[config.mk]
export PLATFORM = sky130hd
export DESIGN_NAME = adc_mux_sequencer
export DESIGN_NICKNAME = d
export VERILOG_FILES = /design/src/rtl/adc_seq_pkg.sv /design/src/rtl/adc_sck_gen.sv /design/src/rtl/adc_frame_shifter.sv /design/src/rtl/adc_mux_sequencer.sv
export SDC_FILE = /design/constraint.sdc
export NUM_CORES = 1
export LEC_CHECK = 0
export BUFFER_PORTS_ARGS = -buffer_cell sky130_fd_sc_hd__buf_2
export CAP_MARGIN = 25
export CELL_PAD_IN_SITES_DETAIL_PLACEMENT = 1
export CELL_PAD_IN_SITES_GLOBAL_PLACEMENT = 1
export CORE_UTILIZATION = 40
export DETAILED_ROUTE_END_ITERATION = 7
export PLACE_DENSITY = 0.79
export SYNTH_ARGS = -nofsm -noshare
export SYNTH_HDL_FRONTEND = slang
export SYNTH_SLANG_ARGS = --single-unit
[constraint.sdc]
create_clock -name clk -period 2.45 [get_ports clk]
set_clock_uncertainty 0.15 [all_clocks]
set_input_delay 0.3675 -clock clk [delete_from_list [all_inputs] [get_ports clk]]
set_output_delay 0.3675 -clock clk [all_outputs]
set_load 0.02 [all_outputs]
[src/rtl/adc_seq_pkg.sv]
// Shared types for the multiplexed converter sequencer.
// Assumes the 7-bit configuration is transmitted from its MSB downward.
package adc_seq_pkg;

    localparam int CFG_W = 7;

    // Configuration word; the first member is the first bit on the wire.
    typedef struct packed {
        logic       single_end;
        logic       odd_sign;
        logic [1:0] sel;
        logic       com_ref;
        logic       unipolar;
        logic       sleep;
    } adc_cfg_t;

    typedef enum logic [1:0] {
        ST_IDLE = 2'd0,
        ST_CONV = 2'd1,
        ST_XFER = 2'd2
    } seq_state_t;

endpackage

[src/rtl/adc_sck_gen.sv]
// Serial clock generator: while run is high, toggles sclk every SCK_DIV
// system clocks, starting low, and flags the cycle of each edge.
// Assumes run is lowered in the cycle after the final falling edge.
module adc_sck_gen #(
    parameter int SCK_DIV = 5
) (
    input  logic clk,
    input  logic rst_n,
    input  logic run,
    output logic sclk,
    output logic rise_p,
    output logic fall_p
);
    localparam int CW = $clog2(SCK_DIV + 1);

    logic [CW-1:0] cnt;
    logic          edge_now;

    assign edge_now = run && (cnt == CW'(SCK_DIV - 1));
    assign rise_p   = edge_now && !sclk;
    assign fall_p   = edge_now && sclk;

    // Count the half period and toggle the serial clock at its end.
    always_ff @(posedge clk) begin
        if (!rst_n || !run) begin
            cnt  <= '0;
            sclk <= 1'b0;
        end else if (edge_now) begin
            cnt  <= '0;
            sclk <= ~sclk;
        end else begin
            cnt  <= cnt + 1'b1;
        end
    end

endmodule

[src/rtl/adc_frame_shifter.sv]
// Frame shifter: sends the configuration MSB first, advancing on falling
// edges, and collects the result MSB first on rising edges.
// Assumes load is pulsed once while the serial clock is low.
module adc_frame_shifter #(
    parameter int RES_BITS = 16,
    parameter int CFG_W    = 7
) (
    input  logic                clk,
    input  logic                rst_n,
    input  logic                load,
    input  logic [CFG_W-1:0]    cfg_in,
    input  logic                rise_p,
    input  logic                fall_p,
    input  logic                miso,
    output logic                mosi,
    output logic [RES_BITS-1:0] rx_data,
    output logic                done
);
    localparam int CNT_W = $clog2(RES_BITS + 1);

    logic [CFG_W-1:0] tx_q;
    logic [CNT_W-1:0] bit_cnt;

    assign mosi = tx_q[CFG_W-1];
    assign done = (bit_cnt == CNT_W'(RES_BITS));

    // Load the word, then capture on rising and advance on falling edges.
    always_ff @(posedge clk) begin
        if (!rst_n) begin
            tx_q    <= '0;
            rx_data <= '0;
            bit_cnt <= '0;
        end else if (load) begin
            tx_q    <= cfg_in;
            bit_cnt <= '0;
        end else begin
            if (rise_p) begin
                rx_data <= {rx_data[RES_BITS-2:0], miso};
                bit_cnt <= bit_cnt + 1'b1;
            end
            if (fall_p) begin
                tx_q <= {tx_q[CFG_W-2:0], 1'b0};
            end
        end
    end

endmodule

[src/rtl/adc_mux_sequencer.sv]
// Host sequencer for a multiplexed serial converter. It starts a
// conversion, waits out the worst-case conversion time, then runs one
// frame that writes the next configuration and reads the result.
// The result is tagged with the configuration of the previous frame.
// Assumes all times are given in system clock cycles and that the
// converter samples its input on rising serial clock edges.
module adc_mux_sequencer #(
    parameter int RES_BITS    = 16,
    parameter int SCK_DIV     = 5,
    parameter int CONV_CYCLES = 185,
    parameter int ACQ_CYCLES  = 101,
    parameter int WAKE_CYCLES = 4000000
) (
    input  logic                clk,
    input  logic                rst_n,
    input  logic                req_valid,
    output logic                req_ready,
    input  logic [6:0]          req_cfg,
    output logic                res_valid,
    output logic [RES_BITS-1:0] res_data,
    output logic [6:0]          res_cfg,
    output logic                adc_cnv,
    output logic                adc_sclk,
    output logic                adc_mosi,
    input  logic                adc_miso
);
    import adc_seq_pkg::*;

    localparam int T_A   = (CONV_CYCLES > ACQ_CYCLES) ? CONV_CYCLES : ACQ_CYCLES;
    localparam int T_MAX = (T_A > WAKE_CYCLES) ? T_A : WAKE_CYCLES;
    localparam int TW    = $clog2(T_MAX + 1);

    generate
        if (SCK_DIV < 5) begin : g_div_too_small
            $error("SCK_DIV below 5 exceeds one tenth of the system clock");
        end
        if (RES_BITS < CFG_W) begin : g_res_too_short
            $error("RES_BITS must cover the configuration word");
        end
    endgenerate

    seq_state_t          state;
    logic [TW-1:0]       tmr;
    adc_cfg_t            cur_cfg;
    adc_cfg_t            prev_cfg;
    logic                have_prev;
    logic                run;
    logic                load;
    logic                rise_p;
    logic                fall_p;
    logic                done;
    logic [RES_BITS-1:0] rx_data;

    assign run       = (state == ST_XFER);
    assign load      = (state == ST_CONV) && (tmr == '0);
    assign req_ready = (state == ST_IDLE) && (tmr == '0);

    adc_sck_gen #(
        .SCK_DIV (SCK_DIV)
    ) u_sck (
        .clk    (clk),
        .rst_n  (rst_n),
        .run    (run),
        .sclk   (adc_sclk),
        .rise_p (rise_p),
        .fall_p (fall_p)
    );

    adc_frame_shifter #(
        .RES_BITS (RES_BITS),
        .CFG_W    (CFG_W)
    ) u_shift (
        .clk     (clk),
        .rst_n   (rst_n),
        .load    (load),
        .cfg_in  (cur_cfg),
        .rise_p  (rise_p),
        .fall_p  (fall_p),
        .miso    (adc_miso),
        .mosi    (adc_mosi),
        .rx_data (rx_data),
        .done    (done)
    );

    // Frame sequencing: idle gap, conversion wait, transfer, result hand-off.
    always_ff @(posedge clk) begin
        if (!rst_n) begin
            state     <= ST_IDLE;
            tmr       <= '0;
            adc_cnv   <= 1'b0;
            cur_cfg   <= '0;
            prev_cfg  <= '0;
            have_prev <= 1'b0;
            res_valid <= 1'b0;
            res_data  <= '0;
            res_cfg   <= '0;
        end else begin
            res_valid <= 1'b0;
            case (state)
                ST_IDLE: begin
                    if (tmr != '0) begin
                        tmr <= tmr - 1'b1;
                    end else if (req_valid) begin
                        cur_cfg <= adc_cfg_t'(req_cfg);
                        adc_cnv <= 1'b1;
                        tmr     <= TW'(CONV_CYCLES - 1);
                        state   <= ST_CONV;
                    end
                end
                ST_CONV: begin
                    if (tmr == '0) begin
                        adc_cnv <= 1'b0;
                        state   <= ST_XFER;
                    end else begin
                        tmr <= tmr - 1'b1;
                    end
                end
                ST_XFER: begin
                    if (fall_p && done) begin
                        state     <= ST_IDLE;
                        tmr       <= cur_cfg.sleep ? TW'(WAKE_CYCLES) : TW'(ACQ_CYCLES);
                        res_valid <= have_prev;
                        res_data  <= rx_data;
                        res_cfg   <= prev_cfg;
                        prev_cfg  <= cur_cfg;
                        have_prev <= 1'b1;
                    end
                end
                default: state <= ST_IDLE;
            endcase
        end
    end

endmodule

==> metrics, run 1 <==
final worst slack -0.0781 ns; number of CTS-inserted buffers 9; worst skew pair latency 0.37 ns; via/cell ratio 5.65; syn_nets 544; final hold vios 0; Starting Density 0.413; CP dominant cell by count buf_6; critical path arrival 2.01 ns; EDFF count, synth 0; Final period util 1.03; hold buffers post-CTS 0; IO Pins 39; max-cap viol count 0; status finished, violations left; Clk Tree Root Cell clkbuf_8; failing checks setup timing; YS warnings 0; vias in the first global route 4343; cell family with most CP delay simple AND/OR/NAND/NOR gates; largest net degree at the start of global routing 33; Pins Over Slew Limit 0; worst hold stages 3; sequential fraction of the synthesis area 0.449; Core Footprint 10400 um2; CP peak stage delay 0.39 ns; initial antenna violation count 0; Worst Path Required 1.93 ns; H-tree depth 3; Port Buffers 38; post-synthesis cell count 524; Synth Register Bits 96; critical path fanouts, max 2; DR DRC count 0; Netlist Area Pre-Place 4280 um2; CP Buf/Inv Count 3; Cell Pwr Density 1350 nW/um2; routed wire length 13.2 mm; filler instances 1254; antenna viol nets, final 0; Design Power 7.17 mW; slew margin rel. 0.679; Syn Area/Cell 8.17 um2; initial DRC count 199; Reg clk slew, reported paths 0.10 ns; first-pass GRT wire length 21.4 mm; DRT Pass-1 Iters 6; WP depth 8; Max VDD drop 0.730 mV; Max Clk Rate 0.396 GHz; Least-Margin Pin Slew 0.477 ns; HP Class in2reg; Critical Path End Type output pin; die width 105 um; most frequent cells in the layout nand2_1, dfxtp_1, buf_4; ANT cells 0; layout cells sized above 1 0.240; commonest non-fill, non-tap cell in the layout nand2_1; Vias 4157; library cells used by synthesis 63; DIE AREA 11100 um2; critical path class reg2out; Worst Reg-to-Reg Cells 10; P_leak 2.07 nW; global route overflow 0; die span in y 105 um; clock sinks 96; CTS tree yes; gpl congestion 0.891; Post-DP HPWL 8.58 mm; CP max-delay cell or3b_4; Area Growth Syn to Fin 24.2%; CTS max path bufs 2; crit-path cells inv_2, ha_4, or3b_4, buf_6, nor3_4, nand3_2, nor2_4, buf_6; Total GRT Usage 0.241; routed len/inst 17.9 um; startpoint types register; Tmin final 2.53 ns; # rows 37; Synth Flop Type dfxtp_1; nets 616; RSZ-0062 raised after global routing true; setup violators final 3; asr flop ratio synth 0; Hold WS 0.0694 ns
==> cell families (layout without fill, tap and decap cells) <==
group / after synthesis / after routing / synth area share
compound gates: 130 / 130 / 0.185
xor+xnor: 5 / 5 / 0.0102
fa+ha+maj: 9 / 9 / 0.0263
buf+inv: 49 / 125 / 0.0482
flops: 96 / 96 / 0.449
mux: 14 / 14 / 0.0327
simple gates: 221 / 221 / 0.249
==> synth_stat cells (3+ instances only) <==
cell type | n | area share
dfxtp_1 | 96 | 0.45
inv_1 | 13 | 0.011
nor2b_1 | 3 | 0.0044
nor3_1 | 12 | 0.014
buf_2 | 3 | 0.0035
o21ai_0 | 31 | 0.036
o221ai_1 | 3 | 0.0061
xor2_1 | 4 | 0.0082
o22ai_1 | 3 | 0.0044
buf_1 | 3 | 0.0026
clkbuf_1 | 27 | 0.024
or4_1 | 4 | 0.0070
a21oi_1 | 50 | 0.058
a31oi_1 | 9 | 0.013
nor4_1 | 3 | 0.0044
nor3b_1 | 5 | 0.0088
o211ai_1 | 5 | 0.0088
nand3_1 | 27 | 0.032
nor2_1 | 38 | 0.033
o311ai_0 | 3 | 0.0061
nand4_1 | 8 | 0.012
ha_1 | 9 | 0.026
nand2_1 | 98 | 0.086
or3_1 | 3 | 0.0044
a211oi_1 | 6 | 0.011
mux2i_1 | 14 | 0.033
==> cell type report <==
class                   instances  area (um2)  area share
multi-input cells             379        2240       0.422
repair buffers                 97         671       0.126
clock inverters                 6         138      0.0259
well taps                     136         170      0.0320
clock buffers                   9         124      0.0233
inverters                      13        48.8     0.00917
flip-flops and latches         96        1930       0.362
==> state kept, by name (all words and copies together), names as in the netlist <==
| name | cells |
|---|---|
| cur_cfg | 7 |
| tmr | 22 |
| state | 2 |
| res_data | 16 |
| res_cfg | 7 |
| have_prev | 1 |
| u_shift.tx_q | 7 |
| res_valid | 1 |
| prev_cfg | 7 |
| adc_cnv | 1 |
| u_sck.cnt | 3 |
| u_shift.bit_cnt | 5 |
| u_sck.sclk | 1 |
| u_shift.rx_data | 16 |
==> routing by layer <==
metal	global-route usage	vias to the layer above	part of all wire
met3	0.0359	24	0.033
met2	0.422	92	0.50
met1	0.294	2047	0.44
met4	0.0976	0	0.019
li1	-	1994	-
met5	0	-	0
==> final timing paths <==
| path | start | slack (ns) | endpoint |
|---|---|---|---|
| min reg2reg | prev_cfg[2] | 0.31 | res_cfg[2] |
| max reg2reg | tmr[1] | -0.06 | state[1] |
| max | tmr[1] | -0.08 | req_ready |
| min | adc_miso | 0.07 | u_shift.rx_data[0] |
==> repair_timing <==
item / in CTS / in global routing
setup endpoints to repair: 22 / 21
resized for setup: 20 / 9
setup buffers: 8 / 1
pin swaps: 7 / 4
==> power breakdown <==
part           total, mW  internal, mW  leakage, nW  switching [mW]
sequential          1.97          1.76        0.777           0.207
combinational       3.82          1.65         1.16            2.17
clock               1.38         0.784        0.130           0.597
==> worst reg2reg max path: stages (launching register included) <==
cell and delay (ns):
dfxtp_2 0.34, inv_2 0.07, ha_4 0.13, or3b_4 0.39
buf_6 0.14, nor3_4 0.19, nand3_2 0.15, buf_4 0.17
buf_6 0.11, or3b_4 0.38, a221oi_2 0.23
==> stage by stage <==
stage	util	setup WS [ns]	cells	TNS (ns)	area [um2]
after floorplan	-	0.0204	524	0	4290
after global placement	0.472	0.0521	713	0	4900
after detailed placement	0.472	-0.0370	713	-0.0976	4900
after CTS	0.508	-0.0724	735	-0.0724	5270
after global routing	0.513	-0.153	736	-0.801	5320
final	0.513	-0.0781	736	-0.141	5320
No activity file was read; power rests on OpenSTA's default activity.
==> inputs of run 2 (changes only) <==
- ABC_AREA: unset -> 1
- CORE_UTILIZATION: 40 -> 39
- PLACE_DENSITY: 0.79 -> 0.8
==> run 2 against run 1 <==
Effect of this change: the flow now finishes without violations; largest power group unchanged; area after synthesis up 1.4%; sequential power fell by 6%; synthesized cell count increased by 15%; sequential share of layout area is 3.1 points higher; cell area fell by 8.0%.
==> metrics, run 2 <==
critical path class reg2out (unchanged); DIE AREA 11600 um2 (was 11100 um2); RSZ-0062 raised after global routing false (was true); leading area contributor after synthesis dfxtp_1 (unchanged); nets 656 (was 616); H-tree depth 3 (unchanged); Area Growth Syn to Fin 12.6% (was 24.2%); critical path arrival 1.82 ns (was 2.01 ns); post-CTS setup buffer count 0 (was 8); max reg flops 22 (unchanged); dpl ws 0.134 ns (was -0.0370 ns); largest net degree at the start of global routing 38 (was 33); CP peak stage delay 0.33 ns (was 0.39 ns); gpl congestion 0.841 (was 0.891); startpoint types register (unchanged); clock sinks 96 (unchanged); global route overflow 0 (unchanged); worst skew pair latency 0.37 ns (about the same); max-cap viol count 0 (unchanged); EDFF count, synth 0 (unchanged); syn_nets 620 (was 544); commonest non-fill, non-tap cell in the layout nor2_1 (was nand2_1); worst hold stages 3 (unchanged); Max Clk Rate 0.428 GHz (was 0.396 GHz); Final TNS setup 0 ns (was -0.141 ns); Total GRT Usage 0.208 (was 0.241); Core Footprint 10800 um2 (was 10400 um2); Clk Tree Root Cell clkbuf_8 (unchanged); Vias 3946 (was 4157); # rows 38 (was 37); die width 108 um (was 105 um); layout cells sized above 1 0.141 (was 0.240); WP depth 9 (was 8); Resized Gates After CTS 4 (was 20); CP max-delay cell dfxtp_1 (was or3b_4); first-pass GRT wire length 18.7 mm (was 21.4 mm); initial antenna violation count 0 (unchanged); cell family with most CP delay simple AND/OR/NAND/NOR gates (unchanged); CP Buf/Inv Count 2 (was 3); most frequent cells after synthesis nor2_1, dfxtp_1, o21ai_0 (was nand2_1, dfxtp_1, a21oi_1); IO Pins 39 (unchanged); CTS tree yes (unchanged); Post-DP HPWL 8.28 mm (was 8.58 mm); Worst Reg-to-Reg Cells 8 (was 10); Final period util 0.953 (was 1.03); most frequent cells in the layout nor2_1, dfxtp_1, o21ai_0 (was nand2_1, dfxtp_1, buf_4); HP Class in2reg (unchanged); final worst slack 0.115 ns (was -0.0781 ns); final hold vios 0 (unchanged); CTS max path bufs 2 (unchanged); Least-Margin Pin Slew 0.693 ns (was 0.477 ns); Syn Area/Cell 7.24 um2 (was 8.17 um2); Synth Register Bits 96 (unchanged); setup violators final 0 (was 3); routed len/inst 14.5 um (was 17.9 um); routed wire length 11.3 mm (was 13.2 mm); Pins Over Slew Limit 0 (unchanged); sequential fraction of the synthesis area 0.442 (was 0.449); asr flop ratio synth 0 (unchanged); crit-path cells inv_1, ha_4, nand2_4, nor2_8, nand2_2, nor2_4, nand2_1, nor2_2, buf_4 (was inv_2, ha_4, or3b_4, buf_6, nor3_4, nand3_2, nor2_4, buf_6); slew margin rel. 0.536 (was 0.679); die span in y 108 um (was 105 um); initial DRC count 157 (was 199); hold buffers post-CTS 0 (unchanged); number of CTS-inserted buffers 9 (unchanged); Tmin final 2.34 ns (was 2.53 ns); library cells used by synthesis 35 (was 63); Critical Path End Type output pin (unchanged); Area contributors post-synth dfxtp_1, nor2_1, o21ai_0 (was dfxtp_1, nand2_1, a21oi_1); biggest regs tmr: 22 flops, res_data: 16 flops, u_shift.rx_data: 16 flops (unchanged); Max VDD drop 0.511 mV (was 0.730 mV); Reg clk slew, reported paths 0.10 ns (about the same); vias in the first global route 3949 (was 4343); Synth Flop Type dfxtp_1 (unchanged); YS warnings 0 (unchanged); status complete, no violations (was finished, violations left); Cell Pwr Density 972 nW/um2 (was 1350 nW/um2); most frequent cell after synthesis nor2_1 (was nand2_1); top cell type's share of synthesized area 0.442 (was 0.449); critical path fanouts, max 6 (was 2); antenna viol nets, final 0 (unchanged); DR DRC count 0 (unchanged); Starting Density 0.401 (was 0.413); Final Core Density 0.451 (was 0.513); ANT cells 0 (unchanged); Worst Path Required 1.93 ns (about the same); Biggest register tmr (unchanged); P_leak 2.06 nW (was 2.07 nW); DRT Pass-1 Iters 4 (was 6); Port Buffers 38 (unchanged); post-synthesis cell count 600 (was 524); Netlist Area Pre-Place 4340 um2 (was 4280 um2); via/cell ratio 5.06 (was 5.65)
## run 2: cell types whose count changed after synthesis, sizes merged, moves of 4 or more
cell,previous run,this run
nor3,14,5
nand3,28,21
nand2,98,84
mux2i,14,0
a31oi,9,0
a211oi,6,2
o211ai,5,0
clkbuf,27,14
inv,13,56
nor4,4,0
xor2,4,9
o21ai,32,82
or4,4,0
nor2,39,146
## run 2: per-stage QoR
| stage | instance area [um2] | cells | hold slack, ns | total power, mW |
|---|---|---|---|---|
| 2_1_floorplan | 4340 | 600 | 0.267 | 3.28 |
| 6_report | 4890 | 780 | 0.145 | 4.75 |
| 4_1_cts | 4860 | 780 | 0.124 | 4.75 |
| 5_1_grt | 4890 | 780 | 0.142 | 5.13 |
| 3_5_place_dp | 4660 | 765 | 0.296 | 3.71 |
| 3_3_place_gp | 4660 | 765 | 0.276 | 3.62 |
## run 2: path summary, 6_finish.rpt
kind	endpoint	from	slack, ns
setup / recovery	req_ready	tmr[1]	0.11
hold / removal	cur_cfg[1]	req_cfg[1]	0.14
setup reg to reg	tmr[9]	tmr[16]	0.21
hold reg to reg	u_sck.cnt[0]	u_sck.cnt[0]	0.31
## run 2: power by group
group / switching (mW) / total, mW / leakage [nW] / internal [mW]
logic: 1.28 / 1.91 / 1.20 / 0.630
clock network: 0.557 / 0.985 / 0.0895 / 0.428
registers: 0.151 / 1.86 / 0.777 / 1.71
## run 2: final cells by class
| type | count | area, um2 |
|---|---|---|
| clock buffer | 12 | 155 |
| multi-input combinational | 425 | 2130 |
| tap | 140 | 175 |
| clock inverter | 3 | 25.0 |
| fill | 1400 | 5950 |
| inverter | 57 | 221 |
| timing repair buffer | 47 | 260 |
| sequential | 96 | 1920 |
## run 2: cell families (layout without fill, tap and decap cells)
logic type	count (synthesis)	in the layout	share of synthesized area
and+or+nand+nor	269	269	0.269
AOI/OAI and AO/OA	135	135	0.163
DFF	96	96	0.442
buffers and inverters	79	119	0.0760
xor gates and xnor gates	12	12	0.0242
adders and majority gates	9	9	0.0259
## run 2: routing by layer
layer	vias up	track usage	share of wire
li1	2002	-	-
met1	1858	0.268	0.47
met2	70	0.351	0.47
met3	16	0.0297	0.044
met4	0	0.0734	0.015
met5	-	0	0
## run 2: worst register-to-register path: stages, from the launching register on
cell     delay [ns]
dfxtp_1        0.34
nor2_2         0.14
nand2_1        0.09
nor2_1         0.31
nand4_1        0.23
nand2_1        0.13
nand2_1        0.30
o21ai_4        0.36
nor2_1         0.08
==> inputs of run 3 (changes only) <==
- SETUP_SLACK_MARGIN: unset -> 0.4
==> run 3 against run 2 <==
Effect of this change: clock power grew 0.4%; largest cell class unchanged; sequential cell count is the same; critical path depth shrank 1; highest routed layer unchanged.
==> metrics, run 3 (synthesis results as in run 2) <==
Clk Tree Root Cell clkbuf_8 (unchanged); Tmin final 2.09 ns (was 2.34 ns); Final Core Density 0.494 (was 0.451); routed wire length 12.5 mm (was 11.3 mm); worst skew pair latency 0.37 ns (about the same); initial antenna violation count 0 (unchanged); nets 683 (was 656); vias in the first global route 4144 (was 3949); CTS tree yes (unchanged); clock sinks 96 (unchanged); HP Class in2reg (unchanged); filler instances 1359 (was 1400); most frequent cells in the layout nor2_1, dfxtp_1, o21ai_0 (unchanged); Hold WS 0.136 ns (was 0.145 ns); via/cell ratio 5.11 (was 5.06); commonest non-fill, non-tap cell in the layout nor2_1 (unchanged); DIE AREA 11600 um2 (unchanged); IO Pins 39 (unchanged); Post-DP HPWL 8.28 mm (unchanged); slew margin rel. 0.609 (was 0.536); Least-Margin Pin Slew 0.586 ns (was 0.693 ns); CTS max path bufs 2 (unchanged); final hold vios 0 (unchanged); max-cap viol count 0 (unchanged); Final TNS setup 0 ns (unchanged); DR DRC count 0 (unchanged); first-pass GRT wire length 19.7 mm (was 18.7 mm); Hold Path Origin req_cfg[4] (was req_cfg[1]); Max VDD drop 0.655 mV (was 0.511 mV); Pins Over Slew Limit 0 (unchanged); max reg flops 22 (unchanged); critical path arrival 1.58 ns (was 1.82 ns); critical path class reg2out (unchanged); initial DRC count 165 (was 157); die width 108 um (unchanged); Worst Path Required 1.93 ns (about the same); # rows 38 (unchanged); global route overflow 0 (unchanged); ANT cells 0 (unchanged); H-tree depth 3 (unchanged); Port Buffers 38 (unchanged); Starting Density 0.401 (unchanged); Critical Path End Type output pin (unchanged); startpoint types register (unchanged); biggest regs tmr: 22 flops, res_data: 16 flops, u_shift.rx_data: 16 flops (unchanged); number of CTS-inserted buffers 9 (unchanged); largest net degree at the start of global routing 38 (unchanged); Max Clk Rate 0.478 GHz (was 0.428 GHz); P_leak 2.24 nW (was 2.06 nW); DRT Pass-1 Iters 4 (unchanged); gpl congestion 0.841 (unchanged); final worst slack 0.357 ns (was 0.115 ns); Cell Pwr Density 1000 nW/um2 (was 972 nW/um2); Biggest register tmr (unchanged); Vias 4121 (was 3946); antenna viol nets, final 0 (unchanged); status complete, no violations (unchanged); RSZ-0062 raised after global routing true (was false); Core Footprint 10800 um2 (unchanged); dpl ws 0.134 ns (unchanged); critical path startpoint tmr[12] (was tmr[1]); die span in y 108 um (unchanged); Area Growth Syn to Fin 23.2% (was 12.6%); setup violators final 0 (unchanged); layout cells sized above 1 0.249 (was 0.141); Final period util 0.854 (was 0.953); worst r2r src tmr[12] (was tmr[16]); Reg clk slew, reported paths 0.09 ns (was 0.10 ns); Total GRT Usage 0.220 (was 0.208); routed len/inst 15.5 um (was 14.5 um); critical path fanouts, max 5 (was 6)
-- run 3: power by group --
part / internal, mW / leakage, nW / switching [mW]
combinational: 0.911 / 1.36 / 1.55
clock: 0.428 / 0.0895 / 0.561
sequential: 1.73 / 0.783 / 0.176
-- run 3: area by class of cell --
class	instances	area [um2]	share of cell area
multi-input combinational	426	2330	0.436
timing repair buffer	73	490	0.0916
clock inverter	3	25.0	0.00468
tap	140	175	0.0327
inverter	57	225	0.0421
sequential	96	1950	0.364
clock buffer	12	155	0.0290
-- run 3: stage by stage --
| stage | area [um2] | power, mW | instances |
|---|---|---|---|
| after floorplan | 4340 | 3.28 | 600 |
| after global placement | 4660 | 3.62 | 765 |
| after detailed placement | 4660 | 3.71 | 765 |
| after CTS | 5110 | 5.04 | 795 |
| after global routing | 5350 | 5.71 | 807 |
| final | 5350 | 5.36 | 807 |
-- run 3: critical path, stage by stage (launching register included) --
cell     delay [ns]
dfxtp_4        0.38
nor2_4         0.14
nand2_2        0.09
inv_2          0.10
nand2_2        0.08
nor2_4         0.09
nand2_2        0.08
nor2_4         0.11
buf_6          0.13
-- run 3: timing repair --
action | in CTS | in global routing
buffers inserted | 15 | 11
hold buffers | 0 | 0
hold endpoints to repair | 0 | 0
resized for setup | 47 | 48
cloned | 0 | 1
setup endpoints to repair | 84 | 83
pin swaps | 9 | 10
-- run 3: metal layers --
metal | part of all wire | track usage | routed length [um]
met4 | 0.015 | 0.0793 | 190
met1 | 0.46 | 0.271 | 5720
met2 | 0.50 | 0.385 | 6240
met3 | 0.031 | 0.0339 | 395
met5 | 0 | 0 | 0
-- run 3: final timing paths --
path	end	slack (ns)	depth (start not counted)
hold reg to reg	u_sck.cnt[0]	0.29	1
setup / recovery	req_ready	0.36	8
setup reg to reg	tmr[0]	0.42	12
hold / removal	cur_cfg[4]	0.14	3
